File: config.mk
export PLATFORM = sky130hd
export DESIGN_NAME = duty_meter
export DESIGN_NICKNAME = d
export VERILOG_FILES = /design/src/rtl/duty_meter_pkg.sv /design/src/rtl/duty_meter_sync.sv /design/src/rtl/duty_meter_satcnt.sv /design/src/rtl/duty_meter_fsm.sv /design/src/rtl/duty_meter.sv
export SDC_FILE = /design/constraint.sdc
export NUM_CORES = 1
export LEC_CHECK = 0
export ABC_AREA = 0
export BUFFER_PORTS_ARGS = -buffer_cell sky130_fd_sc_hd__buf_2
export CORE_UTILIZATION = 35
export DETAILED_ROUTE_END_ITERATION = 6
export HOLD_SLACK_MARGIN = 0.03
export PLACE_DENSITY = 0.56
export SYNTH_ARGS = -nofsm -noshare
export SYNTH_HDL_FRONTEND = slang
export SYNTH_SLANG_ARGS = --single-unit
File: constraint.sdc
create_clock -name clk -period 5.2 [get_ports clk]
set_input_delay 1.04 -clock clk [delete_from_list [all_inputs] [get_ports clk]]
set_output_delay 1.04 -clock clk [all_outputs]
set_load 0.01 [all_outputs]
File: src/rtl/duty_meter_pkg.sv
package duty_meter_pkg;

  typedef enum logic [1:0] {
    PH_SKIP_HI = 2'd0,
    PH_SKIP_LO = 2'd1,
    PH_MEAS_HI = 2'd2,
    PH_MEAS_LO = 2'd3
  } phase_e;

endpackage

File: src/rtl/duty_meter_sync.sv
module duty_meter_sync #(
  parameter int   STAGES  = 2,
  parameter logic RST_VAL = 1'b1
) (
  input  logic clk,
  input  logic rst,
  input  logic d_async,
  output logic q_sync
);

  logic [STAGES-1:0] chain_q;

  always_ff @(posedge clk) begin
    if (rst) chain_q <= {STAGES{RST_VAL}};
    else     chain_q <= {chain_q[STAGES-2:0], d_async};
  end

  assign q_sync = chain_q[STAGES-1];

endmodule

File: src/rtl/duty_meter_satcnt.sv
module duty_meter_satcnt #(
  parameter int CNT_W = 16
) (
  input  logic             clk,
  input  logic             rst,
  input  logic             clear,
  input  logic             seed,
  input  logic             inc,
  output logic [CNT_W-1:0] count
);

  localparam logic [CNT_W-1:0] TOP = {CNT_W{1'b1}};

  always_ff @(posedge clk) begin
    if (rst)                      count <= '0;
    else if (clear)               count <= {{(CNT_W-1){1'b0}}, seed};
    else if (inc && count != TOP) count <= count + 1'b1;
  end

endmodule

File: src/rtl/duty_meter_fsm.sv
module duty_meter_fsm
  import duty_meter_pkg::*;
(
  input  logic   clk,
  input  logic   rst,
  input  logic   lvl,
  input  logic   tick,
  output phase_e state,
  output logic   hi_clr,
  output logic   hi_seed,
  output logic   hi_inc,
  output logic   lo_clr,
  output logic   lo_seed,
  output logic   lo_inc,
  output logic   publish
);

  phase_e nxt;

  always_comb begin
    nxt     = state;
    hi_clr  = 1'b0;
    hi_seed = 1'b0;
    hi_inc  = 1'b0;
    lo_clr  = 1'b0;
    lo_seed = 1'b0;
    lo_inc  = 1'b0;
    publish = 1'b0;
    unique case (state)
      PH_SKIP_HI: if (!lvl) nxt = PH_SKIP_LO;
      PH_SKIP_LO: begin
        if (lvl) begin
          nxt     = PH_MEAS_HI;
          hi_clr  = 1'b1;
          hi_seed = tick;
          lo_clr  = 1'b1;
        end
      end
      PH_MEAS_HI: begin
        if (!lvl) begin
          nxt     = PH_MEAS_LO;
          lo_clr  = 1'b1;
          lo_seed = tick;
        end else begin
          hi_inc = tick;
        end
      end
      PH_MEAS_LO: begin
        if (lvl) begin
          nxt     = PH_MEAS_HI;
          publish = 1'b1;
          hi_clr  = 1'b1;
          hi_seed = tick;
          lo_clr  = 1'b1;
        end else begin
          lo_inc = tick;
        end
      end
      default: nxt = PH_SKIP_HI;
    endcase
  end

  always_ff @(posedge clk) begin
    if (rst) state <= PH_SKIP_HI;
    else     state <= nxt;
  end

endmodule

File: src/rtl/duty_meter.sv
module duty_meter
  import duty_meter_pkg::*;
#(
  parameter int CNT_W       = 16,
  parameter int SYNC_STAGES = 2
) (
  input  logic             clk,
  input  logic             rst,
  input  logic             sig_async,
  input  logic             tick_en,
  output logic [CNT_W-1:0] high_count,
  output logic [CNT_W-1:0] low_count,
  output logic             valid
);

  logic             lvl_s;
  phase_e           state_q;
  logic             hi_clr, hi_seed, hi_inc;
  logic             lo_clr, lo_seed, lo_inc;
  logic             publish;
  logic [CNT_W-1:0] hi_cnt, lo_cnt;

  // Reset value 1: a spurious early high only prolongs the skip-high wait.
  duty_meter_sync #(.STAGES(SYNC_STAGES), .RST_VAL(1'b1)) u_sync (
    .clk     (clk),
    .rst     (rst),
    .d_async (sig_async),
    .q_sync  (lvl_s)
  );

  duty_meter_fsm u_fsm (
    .clk     (clk),
    .rst     (rst),
    .lvl     (lvl_s),
    .tick    (tick_en),
    .state   (state_q),
    .hi_clr  (hi_clr),
    .hi_seed (hi_seed),
    .hi_inc  (hi_inc),
    .lo_clr  (lo_clr),
    .lo_seed (lo_seed),
    .lo_inc  (lo_inc),
    .publish (publish)
  );

  duty_meter_satcnt #(.CNT_W(CNT_W)) u_hi_cnt (
    .clk   (clk),
    .rst   (rst),
    .clear (hi_clr),
    .seed  (hi_seed),
    .inc   (hi_inc),
    .count (hi_cnt)
  );

  duty_meter_satcnt #(.CNT_W(CNT_W)) u_lo_cnt (
    .clk   (clk),
    .rst   (rst),
    .clear (lo_clr),
    .seed  (lo_seed),
    .inc   (lo_inc),
    .count (lo_cnt)
  );

  always_ff @(posedge clk) begin
    if (rst) begin
      high_count <= '0;
      low_count  <= '0;
      valid      <= 1'b0;
    end else begin
      valid <= publish;
      if (publish) begin
        high_count <= hi_cnt;
        low_count  <= lo_cnt;
      end
    end
  end

endmodule

==> impl_metrics.py <==
metrics = {
    "outcome": {
        "outcome": "complete, no violations",
    },
    "synthesis": {
        "synthArstFlopShare": 0,
        "syn_area_per_cell_um2": 8.161,
        "yosys.area_share.simple": 0.3005,
        "synth_xor_area_frac": 0,
        "synth_mux_area_frac": 0.02672,
        "yosysSeqAreaShare": 0.4538,
        "synth_nets": 379,
        "ys_ff_latch": 69,
        "post_synth_instance_area_um2": 3044,
        "synth_cells": 373,
        "ys.flop_type": "dfxtp_1",
        "synth-adder-area-share": 0.008220,
        "synth_compound_area_frac": 0.1726,
        "synth_edf_count": 0,
        "yosys_warnings": 0,
        "synth.distinct_cells": 45,
        "synth_top_family_by_area": "simple AND/OR/NAND/NOR gates",
    },
    "worst_setup_path": {
        "cp_slowest_cell": "nor4_2",
        "worstPathCellList": "ha_1 > nand4_1 > nor4_2 > o21ai_0 > o211a_1",
        "critPathRequiredTime_ns": 5.43,
        "critical_path.top_delay_family": "simple AND/OR/NAND/NOR gates",
        "cp_max_fo": 18,
        "end_kind": "register",
        "cp.buffers_inverters": 0,
        "worstSetupPathType": "register to register",
        "cp_slowest_stage_delay_ns": 1.12,
        "setup.worst_path.start_class": "register",
        "arrival_ns": 2.79,
    },
    "route": {
        "drt-initial-drc-count": 90,
        "drc": 0,
        "vias": 2751,
        "wirelength_um": 6947,
        "routedWlPerCell_um": 13.68,
        "ant_nets": 0,
        "drt-pass1-iter-count": 4,
        "vias_per_cell": 5.415,
    },
    "timing": {
        "worst-slew-pin-transition_ns": 1.304,
        "fin_skew_ns": 0.009585,
        "fin_crit_ns": 2.561,
        "timing.hold.ws_ns": 0.4149,
        "rsz0062_at_grt": "no",
        "hold_viol": 0,
        "setup_viol": 0,
        "slew_violations": 0,
        "fin_crit_sh": 0.4924,
        "slew_headroom": 0.1231,
        "max_freq_mhz": 390.5,
        "setup-tns-final_ns": 0,
    },
    "grt": {
        "grt_pass1_vias": 2449,
        "overflow": 0,
        "antenna_found_initial": 0,
        "grt_max_degree": 43,
        "grt_pass1_wl_um": 11760,
        "grt_use_total": 0.1661,
    },
    "worst_hold_path": {
        "hold_class": "register to register",
    },
    "clocking": {
        "cts.sinks": 69,
        "cts-resized-gates": 0,
        "clkSlewWorstSetupHoldPaths_ns": 0.07,
        "postCtsHoldBufs": 0,
        "cts_made_buffers": 9,
        "cts_tree": "built",
        "cts_setup_buffers": 0,
        "cts_root_buf": "clkbuf_8",
        "clk_path_buf_depth": 2,
        "htree_levels": 3,
        "clk_latency_ns": 0.34,
    },
    "power": {
        "power_density_nw_per_um2": 307.5,
        "power_mw": 1.078,
        "p_leak_nw": 1.207,
        "max-vdd-ir-drop_mv": 0.1348,
    },
    "place": {
        "gp_congestion": 0.7823,
        "dp_hpwl_um": 4619,
        "place_area_um2": 3266,
        "portBuffers": 36,
    },
    "die": {
        "die_h_um": 95.26,
        "die-area_um2": 9074,
        "die_x_um": 95.26,
        "initial_core_util": 0.3668,
        "core_area_um2": 8299,
        "num_rows": 33,
        "num_io_pins": 37,
    },
    "finish": {
        "layout-drive-gt1-share": 0.1439,
        "antennaDiodeCount": 0,
        "area_growth_pct": 15.13,
        "num-fill-cells": 887,
        "final_net_count": 404,
        "stdcell_area_um2": 3505,
        "fin_util": 0.4223,
    },
    "run": {
        "maxCapViolCount": 0,
    },
}
## through the flow
| stage | setup WS (ns) | std cells |
|---|---|---|
| floorplan | 2.871 | 373 |
| global placement | 2.533 | 492 |
| detailed placement | 2.481 | 492 |
| CTS | 2.719 | 508 |
| global route | 2.476 | 508 |
| finish | 2.639 | 508 |
## sequential cells by signal (all words and copies together) (netlist names)
register,cells
u_sync.chain_q,2
u_hi_cnt.count,16
low_count,16
valid,1
u_fsm.state,2
u_lo_cnt.count,16
high_count,16
## layout make-up
type | instances | area (um2) | area share
clock buffer | 10 | 127.6 | 0.03642
clock inverter | 6 | 111.4 | 0.03177
inverter | 5 | 18.77 | 0.005355
multi-input combinational | 276 | 1546 | 0.4413
sequential | 69 | 1381 | 0.3941
tap | 105 | 131.4 | 0.03749
timing repair buffer | 37 | 187.7 | 0.05355
## routing by layer
metal | up-vias | part of all wire | track usage
met1 | 1276 | 0.52 | 0.2346
met2 | 60 | 0.41 | 0.2417
met5 | - | 0 | 0
met3 | 6 | 0.053 | 0.04226
li1 | 1409 | - | -
met4 | 0 | 0.012 | 0.06061
## synthesized netlist by cell type (all sizes together), types with 6 or more instances
cell type   n  share of area
nor2        8         0.0099
nand3      13          0.021
a21oi      53          0.087
o21ai       6         0.0099
nand2b      6          0.012
o31ai      12          0.030
mux2i       7          0.023
or4        14          0.036
or3         6          0.012
nor3       10          0.016
nand2      87           0.11
dfxtp      69           0.45
clkbuf     18          0.022
nand4      11          0.023
## layout by cell type (no fill, tap or decap), types with 2 or more instances in the layout
| master | synthesis | routed |
|---|---|---|
| a21oi_1 | 53 | 53 |
| a31oi_1 | 2 | 2 |
| and3_1 | 3 | 3 |
| and4_1 | 3 | 3 |
| and4b_1 | 2 | 2 |
| buf_2 | 3 | 36 |
| bufinv_16 | 0 | 3 |
| clkbuf_8 | 0 | 9 |
| dfxtp_1 | 69 | 69 |
| ha_1 | 2 | 2 |
| inv_1 | 5 | 5 |
| mux2i_1 | 7 | 7 |
| nand2_1 | 87 | 87 |
| nand2b_1 | 6 | 6 |
| nand3_1 | 13 | 13 |
| nand4_1 | 11 | 11 |
| nor2_1 | 8 | 8 |
| nor3_1 | 10 | 10 |
| nor4_1 | 4 | 4 |
| o211ai_1 | 2 | 2 |
| o21a_1 | 2 | 2 |
| o21ai_0 | 6 | 6 |
| o311ai_0 | 2 | 2 |
| o31ai_1 | 12 | 12 |
| o41ai_1 | 3 | 3 |
| or2_2 | 2 | 2 |
| or3_1 | 6 | 6 |
| or4_1 | 13 | 13 |
## logic make-up after synthesis
logic type,after synthesis
buffers and inverters,28
AND/OR/NAND/NOR,178
adder cells (fa/ha/maj),2
multiplexers,8
flip-flops,69
AO/OA/AOI/OAI,88
## power by group
| group | total, mW | internal [mW] | leakage, nW | switching [mW] |
|---|---|---|---|---|
| Sequential | 0.533 | 0.530 | 0.556 | 0.00356 |
| Clock | 0.523 | 0.319 | 0.116 | 0.204 |
| Combinational | 0.0218 | 0.00603 | 0.534 | 0.0157 |
| Total | 1.08 | 0.855 | 1.21 | 0.223 |
## path summary, 6_finish.rpt
kind                startpoint  cells after the start           endpoint  slack (ns)
min          u_sync.chain_q[0]                      1  u_sync.chain_q[1]        0.41
max reg2reg  u_lo_cnt.count[0]                      5  u_lo_cnt.count[0]        2.64
min reg2reg  u_sync.chain_q[0]                      1  u_sync.chain_q[1]        0.41
max          u_lo_cnt.count[0]                      5  u_lo_cnt.count[0]        2.64
No activity file was read; power rests on OpenSTA's default activity.
